File: src/rtl/cal_pkg.sv
package cal_pkg;

  typedef struct packed {
    logic [7:0] century;
    logic [7:0] year;
    logic [7:0] month;
    logic [7:0] date;
    logic [7:0] weekday;
    logic [7:0] hour;
    logic [7:0] minute;
    logic [7:0] second;
  } calTime_t;

  typedef struct packed {
    logic       advance;
    logic       transfer;
    logic       refresh;
    logic       fieldWr;
    logic [2:0] fieldSel;
    logic [7:0] fieldData;
  } calStrb_t;

  localparam calTime_t RESET_TIME = '{century: 8'h20, year: 8'h00, month: 8'h01,
                                      date: 8'h01, weekday: 8'h01, hour: 8'h00,
                                      minute: 8'h00, second: 8'h00};

  function automatic logic [7:0] bcdInc(input logic [7:0] v);
    if (v[3:0] >= 4'd9) return {v[7:4] + 4'd1, 4'd0};
    return v + 8'd1;
  endfunction

  function automatic logic div4(input logic [7:0] v);
    if (v[4]) return (v[3:0] == 4'd2) || (v[3:0] == 4'd6);
    return (v[3:0] == 4'd0) || (v[3:0] == 4'd4) || (v[3:0] == 4'd8);
  endfunction

  function automatic logic [7:0] lastDay(input logic [7:0] month, input logic leap);
    case (month)
      8'h02: return leap ? 8'h29 : 8'h28;
      8'h04, 8'h06, 8'h09, 8'h11: return 8'h30;
      default: return 8'h31;
    endcase
  endfunction

  function automatic logic [7:0] fieldMask(input logic [2:0] sel);
    case (sel)
      3'd0, 3'd1: return 8'h7F;
      3'd2, 3'd4, 3'd7: return 8'h3F;
      3'd3: return 8'h07;
      3'd5: return 8'h1F;
      default: return 8'hFF;
    endcase
  endfunction

  function automatic calTime_t nextTime(input calTime_t t);
    calTime_t n;
    logic     leap;
    n    = t;
    leap = (t.year == 8'h00) ? div4(t.century) : div4(t.year);
    if (t.second < 8'h59) n.second = bcdInc(t.second);
    else begin
      n.second = 8'h00;
      if (t.minute < 8'h59) n.minute = bcdInc(t.minute);
      else begin
        n.minute = 8'h00;
        if (t.hour < 8'h23) n.hour = bcdInc(t.hour);
        else begin
          n.hour    = 8'h00;
          n.weekday = (t.weekday >= 8'h07) ? 8'h01 : bcdInc(t.weekday);
          if (t.date < lastDay(t.month, leap)) n.date = bcdInc(t.date);
          else begin
            n.date = 8'h01;
            if (t.month < 8'h12) n.month = bcdInc(t.month);
            else begin
              n.month = 8'h01;
              if (t.year < 8'h99) n.year = bcdInc(t.year);
              else begin
                n.year    = 8'h00;
                n.century = (t.century >= 8'h39) ? 8'h00 : bcdInc(t.century);
              end
            end
          end
        end
      end
    end
    return n;
  endfunction

endpackage

File: src/rtl/cal_datapath.sv
module cal_datapath
  import cal_pkg::*;
(
  input  logic     clk,
  input  logic     rstN,
  input  calStrb_t strb,
  output calTime_t timeInt,
  output calTime_t timeExt
);

  localparam int FIELDS = 8;

  calTime_t    intNext;
  logic [63:0] extFlat;
  logic [63:0] extNextFlat;

  assign intNext = nextTime(timeInt);

  always_comb begin
    extFlat     = timeExt;
    extNextFlat = strb.refresh ? (strb.advance ? intNext : timeInt) : extFlat;
    for (int f = 0; f < FIELDS; f++) begin
      if (strb.fieldWr && (strb.fieldSel == 3'(f)))
        extNextFlat[f*8 +: 8] = strb.fieldData & fieldMask(3'(f));
    end
  end

  always_ff @(posedge clk) begin
    if (!rstN) begin
      timeInt <= RESET_TIME;
      timeExt <= RESET_TIME;
    end else begin
      if (strb.transfer)     timeInt <= timeExt;
      else if (strb.advance) timeInt <= intNext;
      timeExt <= calTime_t'(extNextFlat);
    end
  end

endmodule

File: src/rtl/cal_control.sv
module cal_control
  import cal_pkg::*;
#(
  parameter int ADDR_W   = 19,
  parameter int WIN_BITS = 4
) (
  input  logic              clk,
  input  logic              rstN,
  input  logic [ADDR_W-1:0] busAddr,
  input  logic              busCeN,
  input  logic              busOeN,
  input  logic              busWeN,
  input  logic [7:0]        busWrData,
  input  logic              tick1Hz,
  input  calTime_t          timeExt,
  output calStrb_t          strb,
  output logic [7:0]        busRdData,
  output logic              busRdEn,
  output logic              ramCeN
);

  localparam logic [WIN_BITS-1:0] CTL_OFF = WIN_BITS'(8);

  logic                winHit;
  logic [WIN_BITS-1:0] off;
  logic                wrStb;
  logic                fieldWr;
  logic                ctlWr;
  logic                freezeBit;
  logic                writeBit;
  logic                oscStop;
  logic [63:0]         extFlat;

  assign winHit  = &busAddr[ADDR_W-1:WIN_BITS];
  assign off     = busAddr[WIN_BITS-1:0];
  assign wrStb   = winHit && !busCeN && !busWeN;
  assign fieldWr = wrStb && (off < CTL_OFF);
  assign ctlWr   = wrStb && (off == CTL_OFF);
  assign ramCeN  = busCeN | winHit;
  assign extFlat = timeExt;

  always_comb begin
    strb.advance   = tick1Hz && !oscStop;
    strb.transfer  = ctlWr && writeBit && !busWrData[7];
    strb.refresh   = tick1Hz && !freezeBit && !writeBit;
    strb.fieldWr   = fieldWr;
    strb.fieldSel  = off[2:0];
    strb.fieldData = busWrData;
  end

  always_ff @(posedge clk) begin
    if (!rstN) begin
      freezeBit <= 1'b0;
      writeBit  <= 1'b0;
      oscStop   <= 1'b0;
    end else begin
      if (ctlWr) begin
        writeBit  <= busWrData[7];
        freezeBit <= busWrData[6];
      end
      if (fieldWr && (off[2:0] == 3'd0)) oscStop <= busWrData[7];
    end
  end

  always_comb begin
    busRdEn   = winHit && !busCeN && !busOeN && busWeN;
    busRdData = 8'h00;
    if (busRdEn) begin
      if (off == CTL_OFF)                 busRdData = {writeBit, freezeBit, 6'b0};
      else if (off == WIN_BITS'(0))       busRdData = {oscStop, extFlat[6:0]};
      else if (off < CTL_OFF)             busRdData = extFlat[off[2:0]*8 +: 8];
    end
  end

endmodule

File: src/rtl/bcd_calendar_regs.sv
module bcd_calendar_regs
  import cal_pkg::*;
#(
  parameter int ADDR_W   = 19,
  parameter int WIN_BITS = 4
) (
  input  logic              clk,
  input  logic              rstN,
  input  logic [ADDR_W-1:0] busAddr,
  input  logic              busCeN,
  input  logic              busOeN,
  input  logic              busWeN,
  input  logic [7:0]        busWrData,
  input  logic              tick1Hz,
  output logic [7:0]        busRdData,
  output logic              busRdEn,
  output logic              ramCeN
);

  calStrb_t strb;
  calTime_t timeInt;
  calTime_t timeExt;

  cal_control #(.ADDR_W(ADDR_W), .WIN_BITS(WIN_BITS)) u_ctl (
    .clk(clk), .rstN(rstN), .busAddr(busAddr), .busCeN(busCeN),
    .busOeN(busOeN), .busWeN(busWeN), .busWrData(busWrData),
    .tick1Hz(tick1Hz), .timeExt(timeExt), .strb(strb),
    .busRdData(busRdData), .busRdEn(busRdEn), .ramCeN(ramCeN)
  );

  cal_datapath u_dp (
    .clk(clk), .rstN(rstN), .strb(strb), .timeInt(timeInt), .timeExt(timeExt)
  );

endmodule

File: config.mk
export PLATFORM = sky130hd
export DESIGN_NAME = bcd_calendar_regs
export DESIGN_NICKNAME = d
export VERILOG_FILES = /design/src/rtl/cal_pkg.sv /design/src/rtl/cal_datapath.sv /design/src/rtl/cal_control.sv /design/src/rtl/bcd_calendar_regs.sv
export SDC_FILE = /design/constraint.sdc
export NUM_CORES = 1
export LEC_CHECK = 0
export CAP_MARGIN = 5
export CORE_ASPECT_RATIO = 1.25
export CORE_UTILIZATION = 55
export DETAILED_ROUTE_END_ITERATION = 7
export PLACE_DENSITY_LB_ADDON = 0.3
export SLEW_MARGIN = 25
export SYNTH_ARGS = -nofsm -noshare
export SYNTH_HDL_FRONTEND = slang
export SYNTH_SLANG_ARGS = --single-unit
File: constraint.sdc
create_clock -name clk -period 3.1 [get_ports clk]
set_input_delay 0.62 -clock clk [delete_from_list [all_inputs] [get_ports clk]]
set_output_delay 0.62 -clock clk [all_outputs]
set_load 0.005 [all_outputs]
; ---- After elaboration in Yosys (flattened, before gate mapping)
; Index checks and enable logic that the tools add are counted.
[totals]
regBits = 131
input_bits = 33
out_inout_bits = 10
wordCells = 233
[classes]
n_addsub = 16
order_cmp = 17
n_eq_ne = 21
shifts = 1
muxes = 103
bitwise_logic = 9
n_reduce_logical = 47
[op_table]
columns = operator, count
row1 = $mux 8, 48
row2 = $mux 64, 3
row3 = $add 8x1->8 const B, 8
row4 = $and 8x8->8, 8
row5 = $shiftx 64x7->8, 1
row6 = $mux 56, 1
row7 = $mux 48, 1
row8 = $mux 1, 46
row9 = $mux 40, 1
row10 = $add 4x1->4 const B, 8
row11 = $ge 4x4->1 const B, 8
row12 = $mux 24, 1
row13 = $logic_and 1x1->1, 19
row14 = $eq 4x3->1 const B, 4
row15 = $eq 8x3->1 const B, 2
row16 = $lt 8x7->1 const B, 2
row17 = $mux 16, 1
row18 = $pmux 8 s2, 1
row19 = $reduce_bool 2->1, 8
row20 = $reduce_and 15->1, 1
row21 = $eq 3x3->1 const B, 4
row22 = $eq 4x4->1 const B, 3
row23 = $logic_not 4->1, 3
row24 = $eq 4x2->1 const B, 2
row25 = 18 further kinds, 30

; ---- Longest topological paths before layout
[logic_depth]
ltp_word = 26
ltp_mapped = 14
mapped_depth_nobuf = 13

; ---- Hierarchy
; From an unflattened synthesis, not the netlist that was laid out.
[hier_totals]
cells_unflattened = 983
area_unflattened_um2 = 8166.6
[modules_own_cells]
columns = module, n_inst, cells_per_inst, area_per_inst_um2, seq_area_each_um2
row1 = cal_datapath, 1, 895, 7252.0, 2562.5
row2 = cal_control, 1, 88, 914.6, 60.1

; ---- Worst setup path after synthesis
; No wires, ideal clock.
[synth_path]
kind = reg2reg
start = reg u_dp.timeInt[41] (netlist name)
end = reg u_dp.timeExt[58] (netlist name)
setup_time_ns = 0.123
arrival_time_ns = 3.058
required_time_ns = 2.977
path_slack_ns = -0.081
path_stages_with_launch = 15
n_path_buf = 1
period_less_slack_ns = 3.181
cell_sequence = dfxtp_1 > inv_1 > ha_1 > nand3b_1 > a2111oi_2 > nor3_1 > ha_1 > a21oi_1 > o211ai_1 > nor2_1 > a211oi_4 > clkbuf_1 > o211ai_1 > a211o_1 > o2bb2ai_1
[synth_via]
elab_chain_len = 14
elab_cells_between_ends = 20
cone_classes = order compare: 2 / eq/ne: 5 / mux: 12 / reduce/logical: 1
[synth_rtl]
columns = element, line
row1 = $eq 8x3->1 (tied with other cells), cal_pkg.sv:38  ; case (month)
row2 = $reduce_or 4->1, cal_pkg.sv:38
row3 = $pmux 8 s2, cal_pkg.sv:38
row4 = $mux 8, cal_pkg.sv:66  ; if (t.hour < 8'h23) n.hour = bcdInc(t.hour);
row5 = $mux 8, cal_pkg.sv:63  ; if (t.minute < 8'h59) n.minute = bcdInc(t.minute);
row6 = $mux 8, cal_pkg.sv:60  ; if (t.second < 8'h59) n.second = bcdInc(t.second);
row7 = $lt 8x8->1, cal_pkg.sv:70  ; if (t.date < lastDay(t.month, leap)) n.date = bcdInc(t.date);
row8 = $mux 24 *, cal_pkg.sv:70
row9 = $mux 40 *, cal_pkg.sv:66
row10 = $mux 48 *, cal_pkg.sv:63
row11 = $mux 56 *, cal_pkg.sv:60
row12 = $mux 64 *, n/a
row13 = $mux 64 *, cal_datapath.sv:21  ; extNextFlat = strb.refresh ? (strb.advance ? intNext : timeInt) : extFlat;
row14 = $mux 8 *, cal_datapath.sv:23  ; if (strb.fieldWr && (strb.fieldSel == 3'(f)))
; Every way passes the cells marked *; elsewhere a longest branch is shown, timed or not. The select of a mux whose other input is x is not followed.
; A chain may end at the register's enable or synchronous reset.

; ---- Worst setup path after layout
[layout_path]
start = reg u_dp.timeInt[41] (netlist name)
end = reg u_dp.timeInt[52] (netlist name)
[layout_via]
elab_chain_len = 13
elab_cells_between_ends = 19
cone_classes = order compare: 2 / eq/ne: 5 / mux: 11 / reduce/logical: 1
[layout_rtl]
columns = element, line
row1 = $eq 8x3->1 (tied with other cells), cal_pkg.sv:38
row2 = $reduce_or 4->1, cal_pkg.sv:38
row3 = $pmux 8 s2, cal_pkg.sv:38
row4 = $mux 8, cal_pkg.sv:66
row5 = $mux 8, cal_pkg.sv:63
row6 = $mux 8, cal_pkg.sv:60
row7 = $lt 8x8->1, cal_pkg.sv:70
row8 = $mux 24 *, cal_pkg.sv:70
row9 = $mux 40 *, cal_pkg.sv:66
row10 = $mux 48 *, cal_pkg.sv:63
row11 = $mux 56 *, cal_pkg.sv:60
row12 = $mux 64 *, cal_datapath.sv:34  ; else if (strb.advance) timeInt <= intNext;
row13 = $mux 64 *, cal_datapath.sv:33  ; if (strb.transfer) timeInt <= timeExt;
; Marked as above.

==> results.py <==
metrics = {
    "synthesis": {
        "synthCells": 1050,
        "synth_fp_nets": 1131,
        "ys_ff_latch": 131,
        "yosysUniqueCellTypes": 76,
        "synthTopCellsByArea": "dfxtp_1 32%, ha_1 7.3%, nand2_1 5.7%",
        "ys_seq_area_share_pct": 32.0,
        "async_reset_ff_share_pct": 0,
        "syn_avg_cell_area_um2": 7.79,
        "netlist.area_leader.share_pct": 32.0,
        "synth.largest_area_cell": "dfxtp_1",
        "synth_area_um2": 8180,
        "synthFlopType": "dfxtp_1",
        "yosysWarnings": 0,
        "synth-edff-count": 0,
    },
    "sta": {
        "rsz0062_at_grt": "true",
        "finalMaxSlewViolations": 0,
        "holdWs_ns": 0.470,
        "worst_slack_ns": -0.326,
        "setup_viol_count_final": 64,
        "worst_pin_slew_ns": 0.939,
        "finClkSkew_ns": 0.00870,
        "finalHoldViolCount": 0,
        "fin_crit_sh_pct": 111,
        "max-slew-margin-rel_pct": 37.3,
        "max_freq_ghz": 0.292,
        "period_needed_ns": 3.43,
    },
    "global_route": {
        "met2_usage_pct": 57.3,
        "top_usage_layer": "met2",
        "met1_usage_pct": 39.0,
        "grt_pass1_wl_mm": 41.7,
        "grt_pass1_vias": 8252,
        "grt_usage_pct": 33.9,
        "grt_remaining_overflow": 0,
        "globalRouteMet3Util_pct": 6.62,
        "antenna_found_initial": 0,
        "grt_max_degree": 66,
    },
    "critical_path": {
        "path_class": "register to register",
        "endpoint_kind": "register",
        "critical_path_required_ns": 3.44,
        "regToRegSetupSlack_ns": -0.33,
        "critPathMaxFanout": 6,
        "start_kind": "register",
        "arrival_ns": 3.77,
    },
    "detailed_routing": {
        "first_pass_iters": 6,
        "route.detailed.drc": 0,
        "drt-initial-drc-count": 1009,
        "antenna_left": 0,
        "vias_per_cell": 6.69,
        "vias": 8899,
        "wl_mm": 27.6,
        "wire_per_inst_um": 20.8,
    },
    "floorplan": {
        "die_w_um": 111,
        "pin_count": 43,
        "die_area_um2": 15400,
        "die_h_um": 138,
        "placementRows": 49,
        "fp.coreArea_um2": 14500,
        "initial_core_util_pct": 56.6,
    },
    "finish": {
        "instances_no_fill": 1330,
        "num-nets-final": 1220,
        "area_growth_pct": 30.4,
        "diodes": 0,
        "drive_above_1_share_pct": 23.2,
    },
    "clock_tree": {
        "h-tree-depth": 4,
        "clk_latency_ns": 0.43,
        "clockRootBuffer": "clkbuf_16",
        "ctsHoldBuffers": 0,
        "cts_buffers": 17,
        "tritoncts": "built",
        "clk_pin_slew_ns": 0.06,
        "cts_buffer_depth": 2,
        "numClockSinks": 131,
    },
    "power_and_ir_drop": {
        "leakage_nw": 4.07,
        "pwr_density_cell_nw_per_um2": 375,
        "vdd_drop_max_uv": 294,
    },
    "min_path": {
        "min_path_type": "register to register",
    },
    "placement": {
        "port_buffers": 42,
        "hpwl_mm": 17.8,
        "dp_cells": 1280,
        "gp_congestion": 1.01,
    },
    "outcome": {
        "violations": "negative setup slack",
        "status": "finished, violations left",
    },
    "flow_run": {
        "max_cap_violations": 0,
    },
}
kinds of logic (layout without fill, tap and decap cells):
kind of cell               Yosys count  count (layout)  synth area share, %
and+or+nand+nor                    394             394                 22.9
DFF                                131             131                 32.0
adders and majority gates           48              48                 7.34
muxes                               28              28                 4.69
buffers and inverters              114             216                 5.35
AOI/OAI and AO/OA                  330             330                 27.1
xor gates and xnor gates             5               5                0.535
per-layer routing:
metal / wire length [µm] / part of all wire (%) / vias to the layer above
met5: 0 / 0 / -
met4: 1830 / 6.6 / 0
li1: - / - / 4059
met1: 10300 / 37 / 4092
met2: 13300 / 48 / 579
met3: 2280 / 8.2 / 169
cell usage in the layout, fill, tap and decap left out, types with 7 or more instances in the layout:
cell,count
a211oi_1,31
a211oi_2,7
a21oi_1,75
a21oi_2,10
a22oi_1,7
a31oi_1,19
and3_1,8
buf_12,9
buf_4,78
buf_6,13
clkbuf_16,17
clkdlybuf4s50_1,32
dfxtp_1,126
ha_1,43
inv_1,35
mux2i_1,17
mux4_2,8
nand2_1,119
nand2b_1,7
nand3_1,33
nand4_1,15
nor2_1,104
nor3_1,24
o211ai_1,31
o21a_1,8
o21ai_0,39
o22ai_1,14
or3_1,8
sequential cells by signal (all words and copies together), names as in the netlist:
| signal | flops |
|---|---|
| u_dp.timeExt | 64 |
| u_dp.timeInt | 64 |
| u_ctl.freezeBit | 1 |
| u_ctl.oscStop | 1 |
| u_ctl.writeBit | 1 |
Yosys cell counts (all sizes together) (5+ instances only):
master,number
o22ai,17
mux2i,17
inv,40
ha,48
nand2,124
and3,9
o21a,8
nor2b,5
nor4,10
mux4,8
a21oi,87
nand4,15
a22oi,9
nand3,40
and2,5
a311oi,5
nor2,107
nor3,31
o211a,5
or2,7
or3,11
a41oi,7
o211ai,31
clkbuf,63
buf,11
a211oi,39
o31ai,7
dfxtp,131
o21ai,48
a31oi,25
a211o,5
nand2b,8
repair_timing:
action                     4_1_cts  5_1_grt
resized for setup               70       92
gates cloned                     1        0
setup endpoints to repair       72       72
setup buffers                   10       10
pin swaps                       39       62
hold endpoints to repair         0        0
final timing paths:
path,from,endpoint,cells after the start
min,u_dp.timeExt[7]$_SDFFE_PN0P_,u_dp.timeInt[7]$_SDFF_PN0_,2
min reg2reg,u_dp.timeExt[7]$_SDFFE_PN0P_,u_dp.timeInt[7]$_SDFF_PN0_,2
max,u_dp.timeInt[41]$_SDFF_PN0_,u_dp.timeInt[52]$_SDFF_PN0_,15
max reg2reg,u_dp.timeInt[41]$_SDFF_PN0_,u_dp.timeInt[52]$_SDFF_PN0_,15
through the flow:
| stage | utilization (%) | power [mW] | setup TNS, ns | worst slack (ns) | cell area [µm²] |
|---|---|---|---|---|---|
| 3_3_place_gp | 64.3 | 2.07 | -5.81 | -0.325 | 9310 |
| 6_report | 73.7 | 4.00 | -10.83 | -0.326 | 10700 |
| 3_5_place_dp | 64.3 | 2.07 | -13.03 | -0.362 | 9310 |
| 5_1_grt | 73.7 | 4.10 | -20.25 | -0.457 | 10700 |
| 4_1_cts | 70.7 | 3.97 | -3.36 | -0.175 | 10200 |
| 2_1_floorplan | - | 1.93 | 0 | 0.0126 | 8200 |
power breakdown:
part	total (mW)	internal, mW	switching, mW
sequential	1.74	1.71	0.0289
clock	1.93	1.11	0.820
combinational	0.332	0.145	0.187
total	4.00	2.96	1.04
critical path, cell delays in order (launching register included):
cell and delay, ns:
dfxtp_4 0.37, inv_4 0.07, ha_4 0.14, nand3b_1 0.12, a2111oi_4 0.37, nor3_2 0.10
ha_1 0.33, a21oi_2 0.07, o211ai_1 0.26, buf_4 0.18, nor4b_4 0.05, a211oi_4 0.35
buf_6 0.20, nand4_1 0.14, or3_4 0.38, a31oi_4 0.20
cell type report:
type	count	area (µm²)
well taps	178	223
repair buffers	144	1350
inverters	40	160
clock buffers	18	429
multi-input cells	805	5750
fillers	1002	3800
clock inverters	14	130
flip-flops and latches	131	2640
No activity file was read; power rests on OpenSTA's default activity.
